--- src/rtl/result_bank.sv ---
module result_bank #(
  parameter int LO_W = 16,
  parameter int HI_W = 16,
  parameter int EX_W = 3
) (
  input  logic                     clk,
  input  logic                     rst_n,
  input  logic                     res_stb,
  input  logic                     preload,
  input  logic                     quiet_ex,
  input  logic                     quiet_hi,
  input  logic                     quiet_lo,
  input  logic [LO_W+HI_W+EX_W-1:0] acc_next,
  input  logic [EX_W-1:0]          pin_in_ex,
  input  logic [HI_W-1:0]          pin_in_hi,
  input  logic [LO_W-1:0]          pin_in_lo,
  output logic [EX_W-1:0]          pin_out_ex,
  output logic [HI_W-1:0]          pin_out_hi,
  output logic [LO_W-1:0]          pin_out_lo,
  output logic                     drv_ex,
  output logic                     drv_hi,
  output logic                     drv_lo,
  output logic [LO_W+HI_W+EX_W-1:0] acc_q,
  output logic [LO_W-1:0]          b_operand
);
  localparam int TOT_W = LO_W + HI_W + EX_W;

  logic [2:0]       quiet_v;
  logic [2:0]       drv_v;
  logic [TOT_W-1:0] pin_v;
  logic [TOT_W-1:0] acc_d;
  logic [TOT_W-1:0] acc_r;

  assign quiet_v = {quiet_ex, quiet_hi, quiet_lo};
  assign pin_v   = {pin_in_ex, pin_in_hi, pin_in_lo};

  for (genvar g = 0; g < 3; g++) begin : g_sec
    localparam int LSB = (g == 0) ? 0 : (g == 1) ? LO_W : LO_W + HI_W;
    localparam int W   = (g == 0) ? LO_W : (g == 1) ? HI_W : EX_W;
    logic take_pin;
    assign take_pin       = preload & quiet_v[g];
    assign acc_d[LSB+:W]  = take_pin ? pin_v[LSB+:W] : acc_next[LSB+:W];
    assign drv_v[g]       = ~preload & ~quiet_v[g];
  end

  always_ff @(posedge clk or negedge rst_n) begin
    if (!rst_n)       acc_r <= '0;
    else if (res_stb) acc_r <= acc_d;
  end

  assign pin_out_lo = acc_r[LO_W-1:0];
  assign pin_out_hi = acc_r[LO_W+HI_W-1:LO_W];
  assign pin_out_ex = acc_r[TOT_W-1:LO_W+HI_W];
  assign {drv_ex, drv_hi, drv_lo} = drv_v;
  assign acc_q      = acc_r;
  assign b_operand  = pin_in_lo;
endmodule


--- config.mk ---
export PLATFORM = sky130hd
export DESIGN_NAME = result_bank
export DESIGN_NICKNAME = d
export VERILOG_FILES = /design/src/rtl/result_bank.sv
export SDC_FILE = /design/constraint.sdc
export NUM_CORES = 1
export LEC_CHECK = 0
export CAP_MARGIN = 20
export CORE_AREA = 5 5 92 94
export DETAILED_ROUTE_END_ITERATION = 10
export DIE_AREA = 0 0 97 99
export HOLD_SLACK_MARGIN = 0.03
export PLACE_DENSITY = 0.76
export SLEW_MARGIN = 20
export SYNTH_ARGS = -nofsm -noshare
export SYNTH_HDL_FRONTEND = slang
export SYNTH_SLANG_ARGS = --single-unit
--- constraint.sdc ---
create_clock -name clk -period 0.8 [get_ports clk]
set_input_delay 0.12 -clock clk [delete_from_list [all_inputs] [get_ports clk]]
set_output_delay 0.12 -clock clk [all_outputs]
set_load 0.1 [all_outputs]
==> results.sh <==
export IMPL_fin_ws_ns=-0.321
export IMPL_dp_hpwl_um=6370
export IMPL_maxCapViolations=0
export IMPL_cts_buffers_inserted=5
export IMPL_hold_path_class="input pin to flop"
export IMPL_grt_pass1_wl_um=14000
export IMPL_via_per_inst=4.80
export IMPL_peakVddDrop_mv=1.09
export IMPL_slew_headroom_pct=86.5
export IMPL_fin_cells=479
export IMPL_hold_end="acc_q[31]$_DFFE_PN0P_"
export IMPL_routedWlPerCell_um=18.4
export IMPL_clk_pin_slew_worst_paths_ns=0.08
export IMPL_max_freq_mhz=892
export IMPL_final_hold_viol_count=0
export IMPL_post_place_ws_ns=-0.477
export IMPL_drt_iter0_drc=60
export IMPL_cpMaxStageDelayCell="dfrtp_4"
export IMPL_ys_ff_latch=35
export IMPL_dpl_cell_count=453
export IMPL_r2r_slack_ns=-0.14
export IMPL_grt_overflow_total=0
export IMPL_timing_final_crit_share_pct=140
export IMPL_r2r_start="acc_q[20]$_DFFE_PN0P_"
export IMPL_end_kind="output port"
export IMPL_p_leak_nw=2.23
export IMPL_crit_fanout=3
export IMPL_root_buffer="clkbuf_8"
export IMPL_ant_nets=0
export IMPL_area_growth_pct=121
export IMPL_io_pin_count=166
export IMPL_worstPathArrival_ns=1.00
export IMPL_setup_viol=73
export IMPL_die_x_um=97
export IMPL_grt_max_degree=36
export IMPL_clock_skew_ns=0
export IMPL_required_ns=0.68
export IMPL_fillers=527
export IMPL_drcViolationCount=0
export IMPL_path_cells="buf_12"
export IMPL_clk_latency_ns=0.28
export IMPL_initial_core_util_pct=30.9
export IMPL_syn_area_per_cell_um2=9.25
export IMPL_slew_viol_final=0
export IMPL_fin_util_pct=68.3
export IMPL_r2r_cells=3
export IMPL_design_core_area_um2=7570
export IMPL_crit_buf_inv=1
export IMPL_min_path_cells=2
export IMPL_antennaDiodeCount=0
export IMPL_antenna_found_initial=0
export IMPL_cts_tree="done"
export IMPL_ys_seq_area_share_pct=37.4
export IMPL_rr_endpoint="acc_q[20]$_DFFE_PN0P_"
export IMPL_switching_share_pct=49.0
export IMPL_track_usage_pct=18.3
export IMPL_vias=2301
export IMPL_first_pass_iters=4
export IMPL_synth_fp_nets=330
export IMPL_switching_power_mw=5.07
export IMPL_p_seq_share_pct=24.2
export IMPL_failed_checks="setup timing"
export IMPL_fin_area_um2=5170
export IMPL_powerDensity_nw_per_um2=2000
export IMPL_hp_start="res_stb"
export IMPL_syn_area_um2=2340
export IMPL_die_area_um2=9600
export IMPL_drive_above_1_share_pct=53.3
export IMPL_netlist_instances=253
export IMPL_internal_power_mw=5.28
export IMPL_cts_htree_levels=2
export IMPL_status="complete, but fails checks"
export IMPL_gp_congestion=0.725
export IMPL_die_y_um=99
export IMPL_largest_reg_flops=35
export IMPL_total_power_mw=10.3
export IMPL_startpoint_type="flop"
export IMPL_p_clk_share_pct=14.1
export IMPL_crit_family="flip-flops"
export IMPL_rows=32
export IMPL_cts_sinks=35
export IMPL_synthDistinctLibCells=10
export IMPL_grt_pass1_vias=2529
export IMPL_drt_total_wl_um=8800
export IMPL_pwr_share_comb_pct=61.7
export IMPL_rsz0062_at_grt="yes"
export IMPL_yosysWarnings=0
export IMPL_port_buffers=165
export IMPL_path_class="flop to output port"
export IMPL_worstMarginPinSlew_ns=0.202
export IMPL_placed_area_um2=4720
export IMPL_slowest_delay_ns=0.53
export IMPL_timing_final_crit_period_ns=1.12
export IMPL_ctsLongestPathBuffers=2
export IMPL_nets=453
## metal layers
metal	vias to the layer above	routed length [um]	global-route usage, %
li1	1081	-	-
met1	1104	3110	20.4
met2	101	4940	33.1
met3	15	567	5.31
met4	0	183	6.48
met5	-	0	0
## how the worst max path moves through the flow
stage / endpoint / slack, ns / start / cells after the start
after floorplan: drv_ex / -0.19 / preload / 3
after global placement: acc_q[14]$_DFFE_PN0P_ / -0.39 / quiet_lo / 4
after detailed placement: acc_q[18]$_DFFE_PN0P_ / -0.48 / quiet_hi / 4
after CTS: pin_out_hi[4] / -0.33 / acc_q[20]$_DFFE_PN0P_ / 1
after global routing: pin_out_lo[14] / -0.35 / acc_q[14]$_DFFE_PN0P_ / 1
final: pin_out_hi[12] / -0.32 / acc_q[28]$_DFFE_PN0P_ / 1
## power by group through the flow
stage,clock (mW),sequential [mW],combinational [mW]
finish,1.46,2.50,6.38
global route,1.57,2.54,6.54
CTS,1.50,2.48,6.33
detailed placement,0,2.51,6.20
global placement,0,2.50,6.12
floorplan,0,3.80,3.19
## cell type report
cell class	instances	area, um2	share of cell area (%)
clock inverters	1	7.51	0.145
clock buffers	7	96.3	1.86
repair buffers	191	2910	56.4
flip-flops and latches	35	1010	19.5
multi-input cells	143	1020	19.7
well taps	102	128	2.47
## cells in the mapped netlist
library cell	n	area, um2
buf_2	8	40.0
a21bo_1	32	320
clkbuf_1	2	7.51
a31oi_1	35	219
buf_6	11	124
dfrtp_1	35	876
a21bo_2	3	30.0
nand3_1	35	175
buf_4	54	405
nor2_1	38	143
## placed cells by master (no fill, tap or decap), drive strengths merged
master	netlist	final
a21bo	35	35
dlygate4sd2	0	16
buf	73	114
dfrtp	35	35
a31oi	35	35
clkinvlp	0	1
bufbuf	0	5
nor2	38	38
nand3	35	35
clkdlybuf4s50	0	54
clkbuf	2	8
dlygate4sd3	0	1
## per-stage QoR
| step | hold WS (ns) | setup TNS, ns |
|---|---|---|
| floorplan | -0.176 | -9.80 |
| global placement | 0.0954 | -16.70 |
| detailed placement | 0.100 | -18.38 |
| CTS | 0.115 | -21.90 |
| global route | 0.117 | -23.95 |
| finish | 0.119 | -21.68 |
## kinds of logic after synthesis
family	synth area share [%]
and+or+nand+nor	13.6
AOI/OAI and AO/OA	24.3
DFF	37.4
buffers and inverters	24.7
## timing repair
| item | in CTS | in global routing |
|---|---|---|
| buffers inserted | 6 | 7 |
| gates resized for setup | 36 | 35 |
| setup endpoints to repair | 124 | 104 |
| hold buffers | 1 | 0 |
| hold endpoints to repair | 35 | 0 |
| pin swaps | 4 | 2 |
| cloned | 5 | 0 |
Note: power is estimated with default switching activity, not from simulation.
